### config.mk
export PLATFORM = sky130hd
export DESIGN_NAME = ring_poll_seq
export DESIGN_NICKNAME = d
export VERILOG_FILES = /design/src/rtl/rps_pkg.sv /design/src/rtl/rps_strap.sv /design/src/rtl/rps_turn.sv /design/src/rtl/rps_outreg.sv /design/src/rtl/ring_poll_seq.sv
export SDC_FILE = /design/constraint.sdc
export NUM_CORES = 1
export LEC_CHECK = 0
export BUFFER_PORTS_ARGS = -buffer_cell sky130_fd_sc_hd__buf_2
export CAP_MARGIN = 20
export CORE_MARGIN = 1
export CORE_UTILIZATION = 40
export CTS_BUF_LIST = sky130_fd_sc_hd__clkbuf_16
export CTS_CLUSTER_DIAMETER = 100
export CTS_CLUSTER_SIZE = 12
export DETAILED_ROUTE_END_ITERATION = 16
export GPL_TIMING_DRIVEN = 0
export PLACE_DENSITY = 0.79
export SYNTH_ARGS = -nofsm -noshare
export SYNTH_HDL_FRONTEND = slang
export SYNTH_SLANG_ARGS = --single-unit
export TNS_END_PERCENT = 20
### constraint.sdc
create_clock -name clk -period 3.6 [get_ports clk]
set_input_delay 0.54 -clock clk [delete_from_list [all_inputs] [get_ports clk]]
set_output_delay 0.54 -clock clk [all_outputs]
set_load 0.01 [all_outputs]
### src/rtl/rps_pkg.sv
`timescale 1ns/1ps
package rps_pkg;

  typedef enum logic {
    ST_IDLE = 1'b0,
    ST_OWN  = 1'b1
  } own_e;

endpackage

### src/rtl/rps_strap.sv
`timescale 1ns/1ps
// Captures the straps on every clock edge while reset is held, and flags
// the first cycle after reset release.
module rps_strap (
  input  logic clk,
  input  logic rst_n,
  input  logic mode_i,
  input  logic mast_i,
  output logic poll_q,
  output logic mast_q,
  output logic boot_q
);

  logic cap_en;
  logic boot_nxt;

  assign cap_en   = !rst_n;
  assign boot_nxt = 1'b0;

  // Strap registers: loaded only while reset is held, no reset of their own.
  always_ff @(posedge clk) begin
    if (cap_en) begin
      poll_q <= mode_i;
      mast_q <= mast_i;
    end
  end

  always_ff @(posedge clk or negedge rst_n) begin
    if (!rst_n) begin
      boot_q <= 1'b1;
    end else begin
      boot_q <= boot_nxt;
    end
  end

endmodule

### src/rtl/rps_turn.sv
`timescale 1ns/1ps
// Ownership state and quadrant counter of one device.
module rps_turn #(
  parameter int NQUAD = 4,
  parameter int QW    = 2
) (
  input  logic          clk,
  input  logic          rst_n,
  input  logic          poll_i,
  input  logic          kick_i,
  input  logic          tok_i,
  output logic          own_nxt_o,
  output logic [QW-1:0] quad_nxt_o,
  output logic          own_o,
  output logic          sync_o,
  output logic          tok_o
);
  import rps_pkg::*;

  localparam logic [QW-1:0] QLAST = QW'(NQUAD - 1);

  own_e          st_q, st_nxt;
  logic [QW-1:0] quad_q, quad_nxt;
  logic          last;
  logic          take;

  always_comb begin
    last = (st_q == ST_OWN) && (quad_q == QLAST);
    take = poll_i && (kick_i || (tok_i && ((st_q == ST_IDLE) || last)));
    if ((st_q == ST_OWN) && !last) begin
      st_nxt   = ST_OWN;
      quad_nxt = quad_q + 1'b1;
    end else if (take) begin
      st_nxt   = ST_OWN;
      quad_nxt = '0;
    end else begin
      st_nxt   = ST_IDLE;
      quad_nxt = '0;
    end
  end

  always_ff @(posedge clk or negedge rst_n) begin
    if (!rst_n) begin
      st_q   <= ST_IDLE;
      quad_q <= '0;
    end else begin
      st_q   <= st_nxt;
      quad_q <= quad_nxt;
    end
  end

  assign own_nxt_o  = (st_nxt == ST_OWN);
  assign quad_nxt_o = quad_nxt;
  assign own_o      = (st_q == ST_OWN);
  assign sync_o     = (st_q == ST_OWN) && (quad_q == '0);
  assign tok_o      = last;

endmodule

### src/rtl/rps_outreg.sv
`timescale 1ns/1ps
// Selects the next quadrant slice and registers it onto the bus.
module rps_outreg #(
  parameter int W     = 8,
  parameter int NQUAD = 4,
  parameter int QW    = 2
) (
  input  logic           clk,
  input  logic           rst_n,
  input  logic           ld_i,
  input  logic [QW-1:0]  sel_i,
  input  logic [W*NQUAD-1:0] stat_i,
  output logic [W-1:0]   bus_o
);

  logic [W-1:0] slice [NQUAD];
  logic [W-1:0] bus_nxt;

  for (genvar g = 0; g < NQUAD; g++) begin : g_slice
    assign slice[g] = stat_i[g*W +: W];
  end

  always_comb begin
    bus_nxt = ld_i ? slice[sel_i] : '0;
  end

  always_ff @(posedge clk or negedge rst_n) begin
    if (!rst_n) begin
      bus_o <= '0;
    end else begin
      bus_o <= bus_nxt;
    end
  end

endmodule

### src/rtl/ring_poll_seq.sv
`timescale 1ns/1ps
module ring_poll_seq #(
  parameter int W     = 8,
  parameter int NQUAD = 4
) (
  input  logic             clk,
  input  logic             rst_n,
  input  logic             mode_i,
  input  logic             mast_i,
  input  logic             tok_i,
  input  logic [W*NQUAD-1:0] stat_i,
  output logic [W-1:0]     bus_o,
  output logic             bus_en_o,
  output logic             sync_o,
  output logic             tok_o
);

  localparam int QW = (NQUAD > 1) ? $clog2(NQUAD) : 1;

  logic          poll_q;
  logic          mast_q;
  logic          boot_q;
  logic          kick;
  logic          own_nxt;
  logic [QW-1:0] quad_nxt;

  assign kick = boot_q && mast_q;

  rps_strap u_strap (
    .clk    (clk),
    .rst_n  (rst_n),
    .mode_i (mode_i),
    .mast_i (mast_i),
    .poll_q (poll_q),
    .mast_q (mast_q),
    .boot_q (boot_q)
  );

  rps_turn #(.NQUAD(NQUAD), .QW(QW)) u_turn (
    .clk        (clk),
    .rst_n      (rst_n),
    .poll_i     (poll_q),
    .kick_i     (kick),
    .tok_i      (tok_i),
    .own_nxt_o  (own_nxt),
    .quad_nxt_o (quad_nxt),
    .own_o      (bus_en_o),
    .sync_o     (sync_o),
    .tok_o      (tok_o)
  );

  rps_outreg #(.W(W), .NQUAD(NQUAD), .QW(QW)) u_out (
    .clk    (clk),
    .rst_n  (rst_n),
    .ld_i   (own_nxt),
    .sel_i  (quad_nxt),
    .stat_i (stat_i),
    .bus_o  (bus_o)
  );

endmodule

* After elaboration in Yosys (flattened, before gate mapping)
Index checks and enable logic that the tools add are counted.
Operators by class: add/sub/neg operators 1, order comparisons 1, equality and inequality tests 1, muxes and demuxes 7, bitwise logic cells 2, reductions and logical operators 10
Operator list (number):
- 8-bit 2-to-1 mux | 3
- 8-bit binary-select mux with 2-bit select | 1
- 1-bit logical AND | 6
- 3-bit >= comparator, second input constant | 1
- 2-bit NOT with 3-bit output | 1
- 2-bit by 1-bit adder with 2-bit output, second input constant | 1
- 2-bit equality test, second input constant | 1
- 2-bit logical NOT | 1
- 1-bit logical OR | 2
- 1-bit 2-to-1 mux | 2
- 2-bit 2-to-1 mux | 1
- 1-bit logical NOT | 1
- 1-bit NOT | 1
Word-level totals: register bits after elaboration 14, bits of input ports 37, output and inout port bits 11, word-level logic and storage cells 28

* Logic depth before layout (Yosys ltp)
Gate-level depths: netlist (run 1).
depth in word-level cells 10, gate-level depth with buffers 7, mapped depth without buffers 5

* Modules after synthesis
A second synthesis (run 1) with hierarchy kept.
Unflattened totals: cells, all modules 58, area, all modules 714.4 um2
By module, submodules not included:
- rps_outreg | times used 1, cells an instance 37, area an instance 455.4 um2, seq. area each 200.2 um2
- rps_turn | times used 1, cells an instance 15, area an instance 158.9 um2, seq. area each 75.1 um2
- rps_strap | times used 1, cells an instance 5, area an instance 93.8 um2, seq. area each 86.3 um2
- ring_poll_seq | times used 1, cells an instance 1, area an instance 6.3 um2, seq. area each 0.0 um2

* Least setup slack after synthesis (run 1)
Ideal clock, no wire load.
path type reg2out, start point reg u_turn.quad_q[0], end point out sync_o, arrival time 1.043 ns, data required time 3.060 ns, slack 2.017 ns, stages on the path, launching flop included 6, path buffers 2, cell sequence dfrtp_1 > buf_6 > buf_6 > inv_2 > ha_1 > and2_2
Between the ends: cells in the longest elaborated chain, start to end 2
RTL lines:
- start: declaration | RTL line rps_turn.sv:23 | logic [QW-1:0] quad_q, quad_nxt;
- start signal: assignment | RTL line rps_turn.sv:48 | quad_q <= quad_nxt;
- 2-bit logical NOT | RTL line rps_turn.sv:55 | assign sync_o = (st_q == ST_OWN) && (quad_q == '0);
- 1-bit logical AND | RTL line rps_turn.sv:55
- end: declaration | RTL line ring_poll_seq.sv:14 | output logic sync_o,
Every way passes these cells.

* Worst setup path in the final report (run 1)
Same ends and word-level chain as after synthesis.

==> results of run 1 <==
[Yosys cell counts]
cell and count:
nand3b_2 1, mux2_2 7, inv_1 5, a21o_1 1, nor2b_4 1, conb_1 1
edfxtp_1 2, dfrtp_1 11, mux2_1 1, dfstp_2 1, ha_1 2, o2bb2ai_1 8
nor2_1 8, buf_12 1, inv_2 1, a211oi_1 8, buf_6 3, o22ai_1 8
a21oi_2 1, and2_2 3
[path summary, 6_finish.rpt]
kind,from,to,slack [ns],cells past startpoint
max reg2reg,u_turn.quad_q[0],u_out.bus_o[0],1.80,7
max in group asynchronous,rst_n,u_strap.boot_q,3.15,1
min,rst_n,u_out.bus_o[2],0.17,1
max,u_turn.quad_q[0],sync_o,1.53,6
min in group clk,mast_i,u_strap.mast_q,0.48,1
min reg2reg,u_strap.poll_q,u_turn.own_o,0.58,2
[per-layer routing]
| layer | part of all wire [%] | up-vias | track usage (%) |
|---|---|---|---|
| li1 | - | 377 | - |
| met1 | 38 | 373 | 24.3 |
| met2 | 52 | 47 | 40.3 |
| met3 | 8.1 | 2 | 1.51 |
| met4 | 0.89 | 0 | 11.1 |
| met5 | 0 | - | 0 |
[through the flow]
| step | setup slack, ns | util [%] | std cells |
|---|---|---|---|
| 3_5_place_dp | 1.79 | 56.1 | 148 |
| 2_1_floorplan | 2.02 | - | 74 |
| 5_1_grt | 1.46 | 60.1 | 152 |
| 4_1_cts | 1.53 | 60.1 | 152 |
| 3_3_place_gp | 1.81 | 56.1 | 148 |
| 6_report | 1.53 | 60.1 | 152 |
[worst max-delay path, stage by stage (launching register included)]
cell and delay (ns):
dfrtp_1 0.37, buf_6 0.16, buf_6 0.16, inv_2 0.10
ha_1 0.20, and2_2 0.18, buf_2 0.13
[registers in the layout, summed over array words and instances, names as in the netlist]
register        count
u_out.bus_o         8
u_turn.quad_q       2
u_strap.boot_q      1
u_strap.mast_q      1
u_strap.poll_q      1
u_turn.own_o        1
[placed cells by master, fill, tap and decap left out, drive strengths merged]
master / Yosys / routed
a21oi: 1 / 1
and2: 3 / 3
clkinv: 0 / 1
clkbuf: 0 / 3
edfxtp: 2 / 2
dfrtp: 11 / 11
conb: 1 / 1
o22ai: 8 / 8
dfstp: 1 / 1
o2bb2ai: 8 / 8
nor2: 8 / 8
inv: 6 / 6
nand3b: 1 / 1
buf: 4 / 51
nor2b: 1 / 1
mux2: 8 / 8
ha: 2 / 2
a211oi: 8 / 8
a21o: 1 / 1
[cell type report]
cell class                 count  area share, %
inverter                       6           1.91
clock inverter                 1          0.318
multi-input combinational     50           33.3
buffer                         4           4.56
sequential                    14           30.7
clock buffer                   3           6.37
timing repair buffer          47           20.0
tap                           27           2.87
[power groups by stage]
stage	clock network [W]	registers, W	logic [W]
floorplan	0	0.000287	0.000439
global route	0.000222	0.000266	0.000707
global placement	0	0.000259	0.000624
finish	0.000209	0.000260	0.000647
CTS	0.000213	0.000261	0.000650
detailed placement	0	0.000263	0.000646
[kinds of logic (layout without fill, tap and decap cells)]
kind of cell	Yosys count	in the layout
compound gates	26	26
other cells	1	1
simple gates	13	13
flops	14	14
buf+inv	10	61
mux	8	8
fa+ha+maj	2	2
==> impl_metrics.tcl, run 1 <==
set metrics [dict create \
    route.detailed.drc 0 \
    multi_input_area_um2 393 \
    synth_xor_area_share_pct 0 \
    final-hold-violation-count 0 \
    clockBufferDepth 2 \
    clkPwrFrac_pct 18.7 \
    max_freq_mhz 483 \
    netlist_area_um2 831 \
    yosys.area_share.simple_pct 9.34 \
    numCtsBuffers 3 \
    grt_antenna_before_repair 0 \
    drtIter0Drc 15 \
    intPower_w 0.000683 \
    via_per_inst 5.26 \
    yosysUniqueCellTypes 20 \
    ys_ff_latch 14 \
    ios 48 \
    die-area_um2 2260 \
    die_h_um 47.6 \
    synth_area_per_cell_um2 11.2 \
    diodes 0 \
    synth.area.mux_share_pct 10.8 \
    required_ns 3.06 \
    worst_skew_pair.late_latency_ns 0.24 \
    placed_cell_area_um2 1100 \
    worstSetupEndpointType "primary output" \
    wire_per_inst_um 14.1 \
    yosysSeqAreaShare_pct 43.5 \
    tritoncts "done" \
    start_kind "flip-flop" \
    hold_class "input port to asynchronous set/reset pin" \
    p_leak_nw 0.577 \
    num_vias 799 \
    grt_usage_pct 21.5 \
    cts-htree-levels 1 \
    cts_resized 0 \
    yosys-top-cells-area "dfrtp_1 (33%), mux2_2 (9.5%), o2bb2ai_1 (8.4%), a211oi_1 (7.2%), edfxtp_1 (7.2%)" \
    grt_max_degree 14 \
    clock-sinks 14 \
    chipWidth_um 47.6 \
    maxSlewViolCount 0 \
    nFillCells 189 \
    path_clk_slew_ns 0.05 \
    final_layout_size_suffix_gt1_share_pct 55.2 \
    fin_skew_ns 0.00278 \
    fin_crit_sh_pct 57.5 \
    routed_wl_um 2150 \
    path_max_fanout 10 \
    grt_pass1_wl_um 3280 \
    netSwitchingFraction_pct 38.7 \
    finalHoldWorstSlack_ns 0.175 \
    synth_nets 113 \
    seq_area_um2 362 \
    grt.overflow.total 0 \
    critPathArrivalTime_ns 1.53 \
    rsz0062_at_grt "no" \
    port_buffers 47 \
    maxCapViolCount 0 \
    comb_power_share_pct 58.0 \
    synth_compound_area_share_pct 23.6 \
    final-setup-viol-count 0 \
    p_seq_share_pct 23.3 \
    critPathKind "flip-flop to primary output" \
    synth_top_family_by_area "compound AO/OA/AOI/OAI gates" \
    ir_drop_uv 487 \
    synthToLayoutAreaGrowth_pct 41.9 \
    synth_top_area_share_pct 33.1 \
    fin_total_pwr_w 0.00112 \
    powerDensity_nw_per_um2 946 \
    grt_pass1_vias 748 \
    cts_hold_buffers 0 \
    first_pass_iters 4 \
    place.gp.congestion 0.759 \
    fin_nets 165 \
    postSynthCellCount 74 \
    synth_area_leader_cell "dfrtp_1" \
    core_area_um2 1960 \
    status "complete, no violations" \
    period_needed_ns 2.07 \
    yosysWarningCount 0 \
    cts_root_buf "clkbuf_16" \
    p_switching_w 0.000432 \
    tns_ns 0 \
    ant_nets 0 \
    rows 16 \
    final_cell_area_um2 1180 \
    start_util_pct 42.3 \
    synthAdderAreaFrac_pct 3.01 \
    cts_setup_buffers 0 \
]
Note: power is estimated with default switching activity, not from simulation.
==> run 2, diff against run 1 <==
==> constraint.sdc (replaced) <==
create_clock -name clk -period 1.94 [get_ports clk]
set_input_delay 0.291 -clock clk [delete_from_list [all_inputs] [get_ports clk]]
set_output_delay 0.291 -clock clk [all_outputs]
set_load 0.01 [all_outputs]
==> impl_metrics.tcl, run 2 (synthesis gave the netlist of run 1 again) <==
set metrics [dict create \
    status "complete, no violations" \
    diodes 0 \
    grt_antenna_before_repair 0 \
    ff2ff_setup_slack_ns 0.14 \
    final_cell_mix "buf_2 (47), dfrtp_1 (11)" \
    rows 16 \
    ir_drop_uv 904 \
    clockBufferDepth 2 \
    largest_reg_flops 8 \
    first_pass_iters 4 \
    worst_skew_pair.late_latency_ns 0.24 \
    num_vias 801 \
    worstSetupEndpointType "primary output" \
    cpPeakStageDelay_ns 0.37 \
    route.detailed.drc 0 \
    hp-start "mast_i" \
    r2r_start "u_turn.quad_q[0]" \
    rsz0062_at_grt "no" \
    max_freq_mhz 549 \
    start_kind "flip-flop" \
    p_seq_share_pct 23.3 \
    cts_root_buf "clkbuf_16" \
    die-area_um2 2260 \
    synthToLayoutAreaGrowth_pct 43.1 \
    crit_chain "buf_6 -> buf_6 -> inv_2 -> ha_1 -> and2_2 -> buf_2" \
    grt.overflow.total 0 \
    critPathArrivalTime_ns 1.53 \
    placed_cells 148 \
    cts-htree-levels 1 \
    fin_nets 166 \
    grt_usage_pct 21.7 \
    grt_pass1_wl_um 3310 \
    numCtsBuffers 3 \
    p_leak_nw 0.581 \
    crit_top_cell "buf_6" \
    fin_cells 153 \
    fin_skew_ns 0.00278 \
    core_area_um2 1960 \
    comb_power_share_pct 58.0 \
    wire_per_inst_um 14.0 \
    port_buffers 47 \
    powerDensity_nw_per_um2 1740 \
    die_h_um 47.6 \
    critPathSlowestCell "dfrtp_1" \
    ios 48 \
    intPower_w 0.00127 \
    cp-startpoint "u_turn.quad_q[0]" \
    grt_pass1_vias 760 \
    ant_nets 0 \
    path_clk_slew_ns 0.05 \
    final-setup-viol-count 0 \
    tns_ns 0 \
    critPathKind "flip-flop to primary output" \
    maxCapViolCount 0 \
    required_ns 1.65 \
    r2r-end "u_out.bus_o[0]" \
    final-hold-violation-count 0 \
    rr_worst_depth 7 \
    drtIter0Drc 15 \
    routed_wl_um 2150 \
    clock-sinks 14 \
    crit_end "sync_o" \
    cts_setup_buffers 0 \
    period_needed_ns 1.82 \
    netSwitchingFraction_pct 38.7 \
    via_per_inst 5.24 \
    tritoncts "done" \
    chipWidth_um 47.6 \
    p_switching_w 0.000802 \
    start_util_pct 42.3 \
    nFillCells 188 \
    reg_top3 "u_out.bus_o: 8 flops, u_turn.quad_q: 2 flops" \
    largest_register "u_out.bus_o" \
    maxSlewViolCount 0 \
    cts_resized 0 \
    final_common_cell "buf_2" \
    hold_class "input port to flip-flop" \
    path_max_fanout 10 \
    fin_crit_sh_pct 93.9 \
    final_layout_size_suffix_gt1_share_pct 54.8 \
    clkPwrFrac_pct 18.7 \
    grt_max_degree 14 \
    place.gp.congestion 0.759 \
    finish.utilization_pct 60.6 \
]
run 2: changes by cell type in the layout (fill, tap and decap cells not counted):
cell,previous run,this run
dlygate4sd3_1,0,1
run 2: worst max-delay path: cells and delay by family, from the launching register on:
family / cells / cell delay, ns
buf+inv: 4 / 0.55
simple gates: 1 / 0.18
fa+ha+maj: 1 / 0.20
flops: 1 / 0.37
run 2: area by class of cell:
class                           count  area, um2  share of cell area [%]
Multi-Input combinational cell     50        393                    33.1
Sequential cell                    14        362                    30.4
Timing Repair Buffer               48        245                    20.6
Clock buffer                        3       75.1                    6.32
Buffer                              4       53.8                    4.53
Tap cell                           27       33.8                    2.84
Inverter                            6       22.5                    1.89
Clock inverter                      1       3.75                   0.316
run 2: through the flow:
stage               total power [W]  setup WS [ns]  instance area, um2  hold WS, ns
floorplan                   0.00135          0.412                 831     -0.00459
global placement            0.00164          0.198                1100        0.181
detailed placement          0.00169          0.165                1100        0.186
CTS                         0.00209          0.119                1190        0.229
global route                0.00222         0.0338                1190        0.226
finish                      0.00207          0.117                1190        0.235
run 2: layer usage:
layer,GRT usage (%),share of wire [%]
met1,24.3,39
met2,40.8,52
met3,1.51,7.8
met4,11.1,0.88
met5,0,0
run 2: worst min path at each step:
stage          cells after the start             end
2_1_floorplan                      0  u_out.bus_o[0]
3_3_place_gp                       1  u_out.bus_o[0]
3_5_place_dp                       1  u_out.bus_o[2]
4_1_cts                            1  u_strap.mast_q
5_1_grt                            1  u_strap.mast_q
6_report                           1  u_strap.mast_q
run 2: power groups by stage:
stage / Clock [W] / Combinational (W) / Sequential [W]
2_1_floorplan: 0 / 0.000814 / 0.000533
3_3_place_gp: 0 / 0.00116 / 0.000480
3_5_place_dp: 0 / 0.00120 / 0.000488
4_1_cts: 0.000395 / 0.00121 / 0.000484
5_1_grt: 0.000412 / 0.00131 / 0.000493
6_report: 0.000387 / 0.00120 / 0.000482
run 2: repair_timing:
action / 4_1_cts / 5_1_grt
endpoints found under the hold margin: 11 / 0
hold buffers: 1 / 0
setup endpoints to repair: 0 / 0
